### src/rtl/xw_pkg.sv
// Shared constants and types for the two-level translation walker.
// Assumes 4 KiB pages and 32-bit table entries (1024 per table page).
package xw_pkg;
    localparam int PG_SHIFT  = 12;
    localparam int IDX_W     = 10;
    localparam int ENTRY_W   = 32;
    localparam int FLD_PPN_W = 28;

    typedef enum logic [1:0] {
        ST_IDLE = 2'd0,
        ST_L1   = 2'd1,
        ST_L2   = 2'd2,
        ST_DONE = 2'd3
    } walk_state_t;

    // Entry layout: size code 31:30, writable 29, valid 28, page 27:0
    typedef struct packed {
        logic [1:0]           size;
        logic                 wr_ok;
        logic                 valid;
        logic [FLD_PPN_W-1:0] ppn;
    } pte_t;
endpackage

### src/rtl/xw_addr_gen.sv
// Forms the word addresses of both table reads.
// Assumes the base page is already biased by the aperture start.
module xw_addr_gen
    import xw_pkg::*;
#(
    parameter int VPN_W = 24,
    parameter int PPN_W = 28,
    localparam int AW   = PPN_W + IDX_W
) (
    input  logic [PPN_W-1:0] base_ppn,
    input  logic [VPN_W-1:0] new_vpn,
    input  logic [IDX_W-1:0] walk_low,
    input  logic [PPN_W-1:0] l2_page,
    output logic [AW-1:0]    l1_addr,
    output logic [AW-1:0]    l2_addr
);
    localparam int HI_W = VPN_W - IDX_W;

    // First level: base page in words plus the upper page index
    always_comb begin
        l1_addr = {base_ppn, {IDX_W{1'b0}}} + AW'(new_vpn[VPN_W-1:IDX_W]);
    end

    // Second level: page from the first entry, indexed by the low page bits
    always_comb begin
        l2_addr = {l2_page, walk_low};
    end

    initial begin
        if (HI_W < 1) $error("VPN_W must exceed the table index width");
    end
endmodule

### src/rtl/xw_sticky.sv
// Holds the invalid-entry and write-violation flags until cleared.
// Assumes set and clear arrive as single-cycle strobes; set wins.
module xw_sticky (
    input  logic clk,
    input  logic rst_n,
    input  logic set_inv,
    input  logic set_wv,
    input  logic clr_inv,
    input  logic clr_wv,
    output logic flag_inv,
    output logic flag_wv
);
    // Update both flags: clear first, then let a new event win
    always_ff @(posedge clk) begin
        if (!rst_n) begin
            flag_inv <= 1'b0;
            flag_wv  <= 1'b0;
        end else begin
            flag_inv <= (flag_inv & ~clr_inv) | set_inv;
            flag_wv  <= (flag_wv & ~clr_wv) | set_wv;
        end
    end


    inv_hold_chk: assert property (@(posedge clk) disable iff (!rst_n)
        flag_inv && !clr_inv |=> flag_inv);

    wv_hold_chk: assert property (@(posedge clk) disable iff (!rst_n)
        flag_wv && !clr_wv |=> flag_wv);

    inv_clear_chk: assert property (@(posedge clk) disable iff (!rst_n)
        clr_inv && !set_inv |=> !flag_inv);

    wv_set_chk: assert property (@(posedge clk) disable iff (!rst_n)
        set_wv |=> flag_wv);
endmodule

### src/rtl/xw_fsm.sv
// Walk controller: accepts a request, issues one table read at a time,
// decodes entries and registers the result for one cycle.
// Assumes the memory returns exactly one response per request pulse.
module xw_fsm
    import xw_pkg::*;
#(
    parameter int VPN_W = 24,
    parameter int PPN_W = 28,
    localparam int AW   = PPN_W + IDX_W
) (
    input  logic                     clk,
    input  logic                     rst_n,
    input  logic                     cfg_single,
    input  logic                     cfg_ill_en,
    input  logic [PPN_W-1:0]         cfg_ill_ppn,
    input  logic                     req_valid,
    output logic                     req_ready,
    input  logic [VPN_W-1:0]         req_vpn,
    input  logic [PG_SHIFT-1:0]      req_off,
    input  logic                     req_write,
    input  logic [AW-1:0]            l1_addr,
    input  logic [AW-1:0]            l2_addr,
    output logic [IDX_W-1:0]         walk_low,
    output logic [PPN_W-1:0]         walk_page,
    output logic                     mem_req_valid,
    output logic [AW-1:0]            mem_req_addr,
    input  logic                     mem_rsp_valid,
    input  logic [ENTRY_W-1:0]       mem_rsp_data,
    output logic                     res_valid,
    output logic [PPN_W-1:0]         res_ppn,
    output logic [PPN_W+PG_SHIFT-1:0] res_paddr,
    output logic                     res_writable,
    output logic [1:0]               res_size,
    output logic                     res_inv,
    output logic                     res_wv
);
    walk_state_t         state;
    logic [IDX_W-1:0]    low_q;
    logic [PG_SHIFT-1:0] off_q;
    logic                wr_q;
    pte_t                pte;
    logic                accept;
    logic [PPN_W-1:0]    c_ppn;
    logic                c_wr_ok;
    logic [1:0]          c_size;
    logic                c_inv;
    logic                c_wv;

    // Entry view of the returned data and handshake decode
    always_comb begin
        pte       = pte_t'(mem_rsp_data);
        walk_page = pte.ppn[PPN_W-1:0];
        walk_low  = low_q;
        req_ready = (state == ST_IDLE) && !cfg_single;
        accept    = req_valid && req_ready;
    end

    // Candidate result if the current response ends the walk
    always_comb begin
        c_inv   = !pte.valid;
        c_ppn   = pte.valid ? pte.ppn[PPN_W-1:0]
                            : (cfg_ill_en ? cfg_ill_ppn : '0);
        c_wr_ok = pte.valid && pte.wr_ok;
        c_size  = pte.valid ? pte.size : 2'd0;
        c_wv    = pte.valid && wr_q && !pte.wr_ok;
    end

    // Walk sequencing, memory request pulse and result capture
    always_ff @(posedge clk) begin
        if (!rst_n) begin
            state         <= ST_IDLE;
            low_q         <= '0;
            off_q         <= '0;
            wr_q          <= 1'b0;
            mem_req_valid <= 1'b0;
            mem_req_addr  <= '0;
            res_ppn       <= '0;
            res_writable  <= 1'b0;
            res_size      <= 2'd0;
            res_inv       <= 1'b0;
            res_wv        <= 1'b0;
        end else begin
            mem_req_valid <= 1'b0;
            unique case (state)
                ST_IDLE: begin
                    if (accept) begin
                        low_q         <= req_vpn[IDX_W-1:0];
                        off_q         <= req_off;
                        wr_q          <= req_write;
                        mem_req_valid <= 1'b1;
                        mem_req_addr  <= l1_addr;
                        state         <= ST_L1;
                    end
                end
                ST_L1: begin
                    if (mem_rsp_valid) begin
                        if (pte.valid) begin
                            mem_req_valid <= 1'b1;
                            mem_req_addr  <= l2_addr;
                            state         <= ST_L2;
                        end else begin
                            res_ppn      <= c_ppn;
                            res_writable <= c_wr_ok;
                            res_size     <= c_size;
                            res_inv      <= c_inv;
                            res_wv       <= 1'b0;
                            state        <= ST_DONE;
                        end
                    end
                end
                ST_L2: begin
                    if (mem_rsp_valid) begin
                        res_ppn      <= c_ppn;
                        res_writable <= c_wr_ok;
                        res_size     <= c_size;
                        res_inv      <= c_inv;
                        res_wv       <= c_wv;
                        state        <= ST_DONE;
                    end
                end
                ST_DONE: begin
                    state <= ST_IDLE;
                end
                default: state <= ST_IDLE;
            endcase
        end
    end

    // Result strobe and byte address
    always_comb begin
        res_valid = (state == ST_DONE);
        res_paddr = {res_ppn, off_q};
    end


    mem_pulse_chk: assert property (@(posedge clk) disable iff (!rst_n)
        mem_req_valid |=> !mem_req_valid);

    busy_block_chk: assert property (@(posedge clk) disable iff (!rst_n)
        mem_req_valid |-> !req_ready);

    single_block_chk: assert property (@(posedge clk) disable iff (!rst_n)
        (cfg_single && state == ST_IDLE) |=> !mem_req_valid);

    res_pulse_chk: assert property (@(posedge clk) disable iff (!rst_n)
        res_valid |=> !res_valid);

    wv_ro_chk: assert property (@(posedge clk) disable iff (!rst_n)
        (res_valid && res_wv) |-> (!res_writable && !res_inv));

    inv_plain_chk: assert property (@(posedge clk) disable iff (!rst_n)
        (res_valid && res_inv) |-> (res_size == 2'd0 && !res_writable));
endmodule

### src/rtl/xlat_walker.sv
// Top of the two-level translation walker: address forming, walk
// control and sticky fault flags. Assumes PPN_W <= 28 and VPN_W > 10.
module xlat_walker
    import xw_pkg::*;
#(
    parameter int VPN_W = 24,
    parameter int PPN_W = 28,
    localparam int AW   = PPN_W + IDX_W,
    localparam int PA_W = PPN_W + PG_SHIFT
) (
    input  logic                clk,
    input  logic                rst_n,
    input  logic [PPN_W-1:0]    cfg_base_ppn,
    input  logic                cfg_single,
    input  logic                cfg_ill_en,
    input  logic [PPN_W-1:0]    cfg_ill_ppn,
    input  logic                clr_inv_flag,
    input  logic                clr_wv_flag,
    input  logic                req_valid,
    output logic                req_ready,
    input  logic [VPN_W-1:0]    req_vpn,
    input  logic [PG_SHIFT-1:0] req_off,
    input  logic                req_write,
    output logic                mem_req_valid,
    output logic [AW-1:0]       mem_req_addr,
    input  logic                mem_rsp_valid,
    input  logic [ENTRY_W-1:0]  mem_rsp_data,
    output logic                res_valid,
    output logic [PPN_W-1:0]    res_ppn,
    output logic [PA_W-1:0]     res_paddr,
    output logic                res_writable,
    output logic [1:0]          res_size,
    output logic                res_inv,
    output logic                res_wv,
    output logic                flag_inv,
    output logic                flag_wv
);
    logic [AW-1:0]    l1_addr;
    logic [AW-1:0]    l2_addr;
    logic [IDX_W-1:0] walk_low;
    logic [PPN_W-1:0] walk_page;
    logic             set_inv;
    logic             set_wv;

    xw_addr_gen #(.VPN_W(VPN_W), .PPN_W(PPN_W)) u_addr (
        .base_ppn (cfg_base_ppn),
        .new_vpn  (req_vpn),
        .walk_low (walk_low),
        .l2_page  (walk_page),
        .l1_addr  (l1_addr),
        .l2_addr  (l2_addr)
    );

    xw_fsm #(.VPN_W(VPN_W), .PPN_W(PPN_W)) u_fsm (
        .clk           (clk),
        .rst_n         (rst_n),
        .cfg_single    (cfg_single),
        .cfg_ill_en    (cfg_ill_en),
        .cfg_ill_ppn   (cfg_ill_ppn),
        .req_valid     (req_valid),
        .req_ready     (req_ready),
        .req_vpn       (req_vpn),
        .req_off       (req_off),
        .req_write     (req_write),
        .l1_addr       (l1_addr),
        .l2_addr       (l2_addr),
        .walk_low      (walk_low),
        .walk_page     (walk_page),
        .mem_req_valid (mem_req_valid),
        .mem_req_addr  (mem_req_addr),
        .mem_rsp_valid (mem_rsp_valid),
        .mem_rsp_data  (mem_rsp_data),
        .res_valid     (res_valid),
        .res_ppn       (res_ppn),
        .res_paddr     (res_paddr),
        .res_writable  (res_writable),
        .res_size      (res_size),
        .res_inv       (res_inv),
        .res_wv        (res_wv)
    );

    // Fault events are taken from the single result cycle
    always_comb begin
        set_inv = res_valid && res_inv;
        set_wv  = res_valid && res_wv;
    end

    xw_sticky u_flags (
        .clk      (clk),
        .rst_n    (rst_n),
        .set_inv  (set_inv),
        .set_wv   (set_wv),
        .clr_inv  (clr_inv_flag),
        .clr_wv   (clr_wv_flag),
        .flag_inv (flag_inv),
        .flag_wv  (flag_wv)
    );
endmodule

### config.mk
export PLATFORM = sky130hd
export DESIGN_NAME = xlat_walker
export DESIGN_NICKNAME = d
export VERILOG_FILES = /design/src/rtl/xw_pkg.sv /design/src/rtl/xw_addr_gen.sv /design/src/rtl/xw_sticky.sv /design/src/rtl/xw_fsm.sv /design/src/rtl/xlat_walker.sv
export SDC_FILE = /design/constraint.sdc
export NUM_CORES = 1
export LEC_CHECK = 0
export BUFFER_PORTS_ARGS = -buffer_cell sky130_fd_sc_hd__buf_2
export CORE_MARGIN = 2
export CORE_UTILIZATION = 52
export DETAILED_ROUTE_END_ITERATION = 6
export PLACE_DENSITY_LB_ADDON = 0.1
export SLEW_MARGIN = 15
export SYNTH_ARGS = -nofsm -noshare
export SYNTH_HDL_FRONTEND = slang
export SYNTH_HIERARCHICAL = 1
export SYNTH_SLANG_ARGS = --single-unit
### constraint.sdc
create_clock -name clk -period 4.06 [get_ports clk]
set_clock_uncertainty 0.2 [all_clocks]
set_input_delay 0.812 -clock clk [delete_from_list [all_inputs] [get_ports clk]]
set_output_delay 0.812 -clock clk [all_outputs]
set_load 0.02 [all_outputs]
==> results of run 1 <==
## routing by layer
metal  vias to the layer above  routed length [um]  GRT usage
met5                         -                   0          0
met4                         0                 307    0.09432
met3                        22                1074    0.05847
met2                       200                7138     0.4075
met1                      2435                7137     0.3462
li1                       2544                   -          -
## power breakdown
| group | leakage, nW | internal (mW) | switching (mW) |
|---|---|---|---|
| Sequential | 0.810 | 1.22 | 0.140 |
| Clock | 0.0856 | 0.237 | 0.347 |
| Combinational | 1.89 | 0.607 | 1.23 |
## worst max-delay path, cell delays in order
cell and delay [ps]:
buf_2 80, ha_1 170, fa_1 210, a21oi_1 110, o31ai_2 870, nand4_1 210, xnor2_1 220, o21ai_0 110
a311oi_1 290
## cells in the final DEF (no fill, tap or decap), drive strengths merged
master / count
clkinv: 3
diode: 2
nand4: 11
nand3: 15
mux2i: 3
clkbuf: 11
and4b: 1
nand2: 95
dfxtp: 99
a311oi: 38
nand2b: 7
clkinvlp: 1
a22oi: 29
o21a: 3
nor2b: 6
ha: 8
inv: 7
a21oi: 32
and4: 1
nor3: 3
a211oi: 29
o21ba: 1
fa: 1
and2b: 1
buf: 258
o22ai: 1
nor4: 2
nor2: 78
xnor2: 23
a31oi: 1
o31ai: 1
o21ai: 38
and3: 3
xor2: 2
and2: 4
## area by class of cell
type | instances | share of cell area
Multi-Input combinational cell | 437 | 0.4134
Sequential cell | 99 | 0.3165
Timing Repair Buffer | 258 | 0.2102
Tap cell | 140 | 0.02797
Clock buffer | 11 | 0.02258
Inverter | 7 | 0.004396
Clock inverter | 4 | 0.004196
Antenna cell | 2 | 0.0007992
## flip-flops by register name, indices dropped and copies added (netlist names), 2 cells and up
| register | count |
|---|---|
| u_fsm/mem_req_addr | 38 |
| u_fsm/state | 2 |
| u_fsm/res_ppn | 28 |
| u_fsm/off_q | 12 |
| u_fsm/walk_low | 10 |
| u_fsm/res_size | 2 |
## cells by family after synthesis
family | Yosys count | share of synthesized area
xor+xnor | 25 | 0.03879
fa+ha+maj | 9 | 0.02128
buf+inv | 164 | 0.1922
mux | 3 | 0.005321
simple gates | 227 | 0.1829
compound gates | 173 | 0.2084
flops | 99 | 0.3511
## worst max path at each step
stage / depth (start not counted) / endpoint / slack (ps)
4_1_cts: 9 / u_fsm/mem_req_addr[30]$_SDFFE_PN0P_ / 1040
3_5_place_dp: 9 / u_fsm/mem_req_addr[24]$_SDFFE_PN0P_ / 660
6_report: 9 / u_fsm/mem_req_addr[30]$_SDFFE_PN0P_ / 1030
5_1_grt: 9 / u_fsm/mem_req_addr[28]$_SDFFE_PN0P_ / 850
3_3_place_gp: 9 / u_fsm/mem_req_addr[34]$_SDFFE_PN0P_ / 770
2_1_floorplan: 9 / u_fsm/mem_req_addr[34]$_SDFFE_PN0P_ / 1380
==> reports/results.txt, run 1 <==
Grt total ovfl: 0
I/O pin count: 249
Layout cells sized above 1: 0.3517
RSZ-0062 raised after global routing: no
Number of global-route vias before repair: 4683
Pin count of the biggest net entering global routing: 46
Ys flop type: dfxtp_1
Worst R2R Start: u_fsm/state[0]$_SDFFE_PN0P_
Worst EP required: 4120 ps
Post-synth top cells: buf_4, dfxtp_1, nand2_1
HPWL Detailed: 11570 um
Synth cell types: 45
Multi-input logic area: 2589 um2
HP Class: register to register
CTS resizes: 0
Hold Path Depth: 2
Iteration-0 DRC Markers: 348
Final setup viols: 0
Starting density of the core: 0.5276
Dpl cells: 941
Status: completed
Initial antenna violation count: 1
Syn Nets: 842
Synth top area share: 0.3511
Max Fclk: 0.3301 GHz
Cts bufs inserted: 9
Crit Path Category: input pin to register
GRT Total Usage: 0.2583
DRC Markers: 0
Syn Area/Cell: 8.063 um2
Setup slack at placement: 659.2 ps
Clock Sinks: 99
Post-synthesis sequential area ratio: 0.3511
Die area: 11700 um2
Die H: 108.2 um
#FFs+latches synth: 99
Max VDD drop: 287.4 uV
Layout Cells excl Fill: 958
Hold Path Origin: u_fsm/walk_low[6]$_SDFFE_PN0P_
Post-layout util: 0.5854
Hold EP: u_fsm/walk_low[6]$_SDFFE_PN0P_
Core footprint: 10700 um2
FF/Latch Area: 1982 um2
Reg2Reg Depth: 6
Startpoint Class: input pin
Area Overhead vs Synth: 10.95%
FFs w/ async S/R, synth: 0
Most common cell in the synthesized netlist: buf_4
Final Cell Area: 6262 um2
Site Rows: 38
Number of synthesized flops with an enable pin: 0
Critical Path AT: 3090 ps
Filler instances: 1043
Setup crit end kind: register
Port Buf Inserts: 248
Area contributors post-synth: dfxtp_1, buf_4, nand2_1, a311oi_1, nor2_1
WL final: 15660 um
Slew headroom: 0.2175
Final worst slack: 1031 ps
First-pass GRT wire length: 23640 um
CP max FO: 12
Actual slew at the worst max-slew pin: 1173 ps
Leak: 2.789 nW
Clock transition at the registers of the reported paths: 90 ps
Die extent in x: 108.2 um
RR Endpoint: u_fsm/res_ppn[1]$_SDFFE_PN0P_
PwrDens: 603.5 nW/um2
Final Cycle Share: 0.7461
Hold WS: 260.2 ps
Post-route ant nets: 0
Vias: 5201
Final Hold Fails: 0
CTS Hold Bufs: 0
Setup_tns: 0 ps
Drt first pass iters: 5
Tot Pwr: 3.780 mW
Synthesized cell area: 5644 um2
Synth warn: 6
CTS tree: yes
Min Tclk post-route: 3029 ps
Root buffer cell: clkbuf_8
Pins Over Slew Limit: 0
Max-Cap Viols: 0
Vias per cell: 5.429
Placed cell area: 6090 um2
GP Congestion: 0.7946
Clock Tree Buf Depth: 2
Post-synth top area cell: dfxtp_1
Worst Setup SP: cfg_base_ppn[0]
Final net count: 954
FF-to-FF setup slack: 1320 ps
Routed wire length per instance: 16.34 um
Clock Latency Late Sink: 380 ps
Post-CTS Setup Bufs: 0
Synthesized instance count: 700
CTS HTree Levels: 3
Power figures use the tool's default switching activity.
==> inputs of run 2 (changes only) <==
- CORE_UTILIZATION: 52 -> 48
- clock period: 4.06 -> 2.9 ns (I/O delays scaled with it)
==> reports/results.txt, run 2 (synthesis gave the netlist of run 1 again) <==
Setup crit end kind: register (unchanged)
GP Congestion: 0.8494 (was 0.7946)
First-pass GRT wire length: 24940 um (was 23640 um)
Max FFs per register: 38 (unchanged)
Core footprint: 11470 um2 (was 10700 um2)
Vias per cell: 5.342 (was 5.429)
Startpoint Class: register (was input pin)
RSZ-0062 raised after global routing: no (unchanged)
Post-route ant nets: 0 (unchanged)
HPWL Detailed: 11690 um (was 11570 um)
I/O pin count: 249 (unchanged)
Worst EP required: 2930 ps (was 4120 ps)
CTS HTree Levels: 3 (unchanged)
DRC Markers: 0 (unchanged)
Cts bufs inserted: 9 (unchanged)
Clock Latency Late Sink: 340 ps (was 380 ps)
Most frequent cells in the layout: buf_2, dfxtp_1, nand2_1 (unchanged)
Min Tclk post-route: 2604 ps
Final Cycle Share: 0.8979
Iteration-0 DRC Markers: 378 (was 348)
Largest register by flop count: u_fsm/mem_req_addr (unchanged)
Die area: 12640 um2 (was 11700 um2)
Pin count of the biggest net entering global routing: 64 (was 46)
Clock transition at the registers of the reported paths: 70 ps (was 90 ps)
Port Buf Inserts: 248 (unchanged)
Starting density of the core: 0.4922 (was 0.5276)
Commonest non-fill, non-tap cell in the layout: buf_2 (unchanged)
Leak: 2.896 nW (was 2.789 nW)
PwrDens: 906.1 nW/um2 (was 603.5 nW/um2)
Crit Path Category: register to register (was input pin to register)
Max-Cap Viols: 0 (unchanged)
Initial antenna violation count: 2 (was 1)
Reg2Reg Depth: 7 (was 6)
Max Fclk: 0.3840 GHz
Max VDD drop: 485.2 uV (was 287.4 uV)
Actual slew at the worst max-slew pin: 1201 ps (was 1173 ps)
GRT Total Usage: 0.2466 (was 0.2583)
Site Rows: 39 (was 38)
Tot Pwr: 5.874 mW (was 3.780 mW)
Final net count: 958 (was 954)
Final Hold Fails: 0 (unchanged)
Vias: 5160 (was 5201)
Die extent in x: 112.4 um (was 108.2 um)
CTS resizes: 0 (unchanged)
Post-layout util: 0.5653 (was 0.5854)
Area Overhead vs Synth: 14.85% (was 10.95%)
Status: completed (unchanged)
HP Class: register to register (unchanged)
Clock Sinks: 99 (unchanged)
Slew headroom: 0.1958 (was 0.2175)
Top Registers: u_fsm/mem_req_addr x38, u_fsm/res_ppn x28, u_fsm/off_q x12 (unchanged)
CP max FO: 63 (was 12)
Layout cells sized above 1: 0.3557 (was 0.3517)
CTS Hold Bufs: 0 (unchanged)
Final setup viols: 0 (unchanged)
Die H: 112.4 um (was 108.2 um)
Hold Path Depth: 2 (unchanged)
Setup_tns: 0 ps (unchanged)
Routed wire length per instance: 16.49 um (was 16.34 um)
Pins Over Slew Limit: 0 (unchanged)
Clock Tree Buf Depth: 2 (unchanged)
Number of global-route vias before repair: 4762 (was 4683)
Critical Path AT: 2640 ps (was 3090 ps)
Drt first pass iters: 4 (was 5)
Post-CTS Setup Bufs: 0 (unchanged)
Root buffer cell: clkbuf_16 (was clkbuf_8)
CTS tree: yes (unchanged)
WL final: 15930 um (was 15660 um)
Grt total ovfl: 0 (unchanged)
## run 2: cell count changes in the layout (fill, tap and decap cells not counted)
cell        before  now
clkbuf_8        10    0
clkinv_4         0    1
bufinv_16        0    3
buf_12           0    1
buf_4           10   13
clkbuf_16        0    9
clkinv_2         3    2
and2_0           1    0
clkinvlp_4       1    0
and2_1           3    4
## run 2: worst paths after layout
| check | start | to | slack [ps] |
|---|---|---|---|
| worst max register to register | u_fsm/state[1]$_SDFFE_PN0P_ | u_fsm/res_ppn[7]$_SDFFE_PN0P_ | 300 |
| worst max-delay path | u_fsm/state[1]$_SDFFE_PN0P_ | u_fsm/res_ppn[7]$_SDFFE_PN0P_ | 300 |
| worst min register to register | u_fsm/off_q[11]$_SDFFE_PN0P_ | u_fsm/off_q[11]$_SDFFE_PN0P_ | 250 |
| worst min-delay path | u_fsm/off_q[11]$_SDFFE_PN0P_ | u_fsm/off_q[11]$_SDFFE_PN0P_ | 250 |
## run 2: per-layer routing
layer  share of wire  wire [um]  GRT usage
met3           0.069       1097    0.04482
met1            0.44       7060     0.3342
met2            0.48       7589     0.3996
met5               0          0          0
met4           0.011        181    0.08130
## run 2: critical path, stage by stage, from the launching register on
cell      delay (ps)
dfxtp_1          400
inv_1             80
ha_2             190
buf_4            200
nor2b_1          130
o21a_2           860
nor2_1           120
a211oi_1         270
## run 2: power breakdown
group | internal (mW) | switching [mW] | total, mW
Combinational | 0.869 | 1.72 | 2.59
Clock | 0.847 | 0.534 | 1.38
Sequential | 1.71 | 0.195 | 1.90
## run 2: area by class of cell
| cell class | count | area [um2] |
|---|---|---|
| fillers | 1098 | 4985 |
| multi-input cells | 437 | 2589 |
| flip-flops and latches | 99 | 1982 |
| repair buffers | 262 | 1359 |
| clock buffers | 10 | 229.0 |
| well taps | 143 | 178.9 |
| clock inverters | 6 | 112.6 |
| inverters | 7 | 27.53 |
| diodes | 2 | 5.005 |
## run 2: per-stage QoR
| stage | setup slack, ps | hold WS (ps) | area (um2) | instances |
|---|---|---|---|---|
| detailed placement | 170.5 | 244.6 | 6136 | 948 |
| floorplan | 456.2 | 232.3 | 5644 | 700 |
| finish | 296.1 | 249.2 | 6482 | 966 |
| CTS | 308.9 | 252.2 | 6477 | 964 |
| global route | 29.68 | 260.9 | 6482 | 966 |
| global placement | 257.6 | 238.8 | 6136 | 948 |
==> inputs of run 3 (changes only) <==
- RECOVER_POWER: default -> 25
==> reports/results.txt, run 3 (synthesis gave the netlist of run 1 again) <==
Worst R2R Start: u_fsm/state[1]$_SDFFE_PN0P_ (unchanged)
Cts bufs inserted: 9 (unchanged)
Port Buf Inserts: 248 (unchanged)
CTS resizes: 0 (unchanged)
Core footprint: 11470 um2 (unchanged)
Pins Over Slew Limit: 0 (unchanged)
Number of global-route vias before repair: 4762 (unchanged)
Clock Latency Late Sink: 340 ps (about the same)
FF/Latch Area: 1982 um2 (unchanged)
Filler instances: 1114 (was 1098)
CTS Hold Bufs: 0 (unchanged)
Final Cell Area: 6420 um2 (was 6482 um2)
Most frequent cells in the layout: buf_2, dfxtp_1, nand2_1 (unchanged)
Grt total ovfl: 0 (unchanged)
WL final: 15990 um (was 15930 um)
Final Hold Fails: 0 (unchanged)
Post-CTS Setup Bufs: 0 (unchanged)
Max FFs per register: 38 (unchanged)
Slew headroom: 0.2063 (was 0.1958)
CP max FO: 63 (unchanged)
Worst Setup SP: u_fsm/state[1]$_SDFFE_PN0P_ (unchanged)
HP Class: register to register (unchanged)
Site Rows: 39 (unchanged)
Worst EP required: 2930 ps (about the same)
Iteration-0 DRC Markers: 392 (was 378)
Max VDD drop: 486.0 uV (was 485.2 uV)
Largest register by flop count: u_fsm/mem_req_addr (unchanged)
Die H: 112.4 um (unchanged)
Root buffer cell: clkbuf_16 (unchanged)
Critical Path Max Stage Delay: 850 ps (was 860 ps)
Hold WS: 252.1 ps (was 249.2 ps)
Setup_tns: 0 ps (unchanged)
Initial antenna violation count: 2 (unchanged)
Clock Sinks: 99 (unchanged)
Top Registers: u_fsm/mem_req_addr x38, u_fsm/res_ppn x28, u_fsm/off_q x12 (unchanged)
Vias: 5220 (was 5160)
GRT Total Usage: 0.2466 (unchanged)
Clock transition at the registers of the reported paths: 70 ps (about the same)
Clock Tree Buf Depth: 2 (unchanged)
Setup crit end kind: register (unchanged)
HPWL Detailed: 11690 um (unchanged)
Die extent in x: 112.4 um (unchanged)
Starting density of the core: 0.4922 (unchanged)
RSZ-0062 raised after global routing: no (unchanged)
Min Tclk post-route: 2598 ps (was 2604 ps)
Status: completed (unchanged)
First-pass GRT wire length: 24940 um (unchanged)
Routed wire length per instance: 16.55 um (was 16.49 um)
Hold Path Origin: u_fsm/off_q[11]$_SDFFE_PN0P_ (unchanged)
Commonest non-fill, non-tap cell in the layout: buf_2 (unchanged)
Vias per cell: 5.404 (was 5.342)
Actual slew at the worst max-slew pin: 1185 ps (was 1201 ps)
Post-route ant nets: 0 (unchanged)
Layout cells sized above 1: 0.2948 (was 0.3557)
Final setup viols: 0 (unchanged)
Placed cell area: 6136 um2 (unchanged)
Startpoint Class: register (unchanged)
Max-Cap Viols: 0 (unchanged)
Critical Path AT: 2630 ps (was 2640 ps)
Worst path cell trace: inv_1 -> ha_2 -> buf_4 -> nor2b_1 -> o21a_2 -> nor2_1 -> a211oi_1 (unchanged)
Slowest cell on the critical path: o21a_2 (unchanged)
Die area: 12640 um2 (unchanged)
Drt first pass iters: 4 (unchanged)
Area Overhead vs Synth: 13.74% (was 14.85%)
Final Cycle Share: 0.8957 (was 0.8979)
CTS HTree Levels: 3 (unchanged)
GP Congestion: 0.8494 (unchanged)
Leak: 2.693 nW (was 2.896 nW)
Pin count of the biggest net entering global routing: 64 (unchanged)
I/O pin count: 249 (unchanged)
Crit Path Category: register to register (unchanged)
Max Fclk: 0.3850 GHz (was 0.3840 GHz)
Multi-input logic area: 2589 um2 (unchanged)
CTS tree: yes (unchanged)
DRC Markers: 0 (unchanged)
Tot Pwr: 5.836 mW (was 5.874 mW)
Final net count: 958 (unchanged)
PwrDens: 909.1 nW/um2 (was 906.1 nW/um2)
==> run 3: final timing paths <==
path / slack, ps / to / cells after the start
max: 300 / u_fsm/res_ppn[7]$_SDFFE_PN0P_ / 7
min: 250 / u_fsm/off_q[11]$_SDFFE_PN0P_ / 2
max reg2reg: 300 / u_fsm/res_ppn[7]$_SDFFE_PN0P_ / 7
min reg2reg: 250 / u_fsm/off_q[11]$_SDFFE_PN0P_ / 2
==> run 3: layout make-up <==
type,instances,area share
Sequential cell,99,0.3087
Clock inverter,6,0.01754
Timing Repair Buffer,262,0.2019
Inverter,7,0.004288
Tap cell,143,0.02787
Clock buffer,10,0.03567
Antenna cell,2,0.0007796
Multi-Input combinational cell,437,0.4032
==> run 3: stage by stage <==
stage | setup WS [ps] | util | instances
5_1_grt | 29.68 | 0.5598 | 966
4_1_cts | 308.9 | 0.5649 | 964
3_5_place_dp | 170.5 | 0.5351 | 948
3_3_place_gp | 257.6 | 0.5351 | 948
2_1_floorplan | 456.2 | - | 700
6_report | 302.5 | 0.5598 | 966
==> run 3: per-layer routing <==
| layer | vias up | routed length (um) | GRT usage |
|---|---|---|---|
| li1 | 2564 | - | - |
| met1 | 2430 | 7022 | 0.3342 |
| met2 | 213 | 7626 | 0.3996 |
| met3 | 13 | 1156 | 0.04482 |
| met4 | 0 | 182 | 0.08130 |
| met5 | - | 0 | 0 |
==> run 3: critical path: cells and delay by family, from the launching register on <==
kind / cells / cell delay, ps
AO/OA/AOI/OAI: 2 / 1120
adder cells (fa/ha/maj): 1 / 190
buffers and inverters: 2 / 290
flip-flops: 1 / 400
AND/OR/NAND/NOR: 2 / 240
==> run 3: power breakdown <==
part	total (mW)	internal [mW]	switching [mW]
clock	1.39	0.847	0.539
sequential	1.91	1.71	0.201
combinational	2.54	0.818	1.72
total	5.84	3.38	2.46
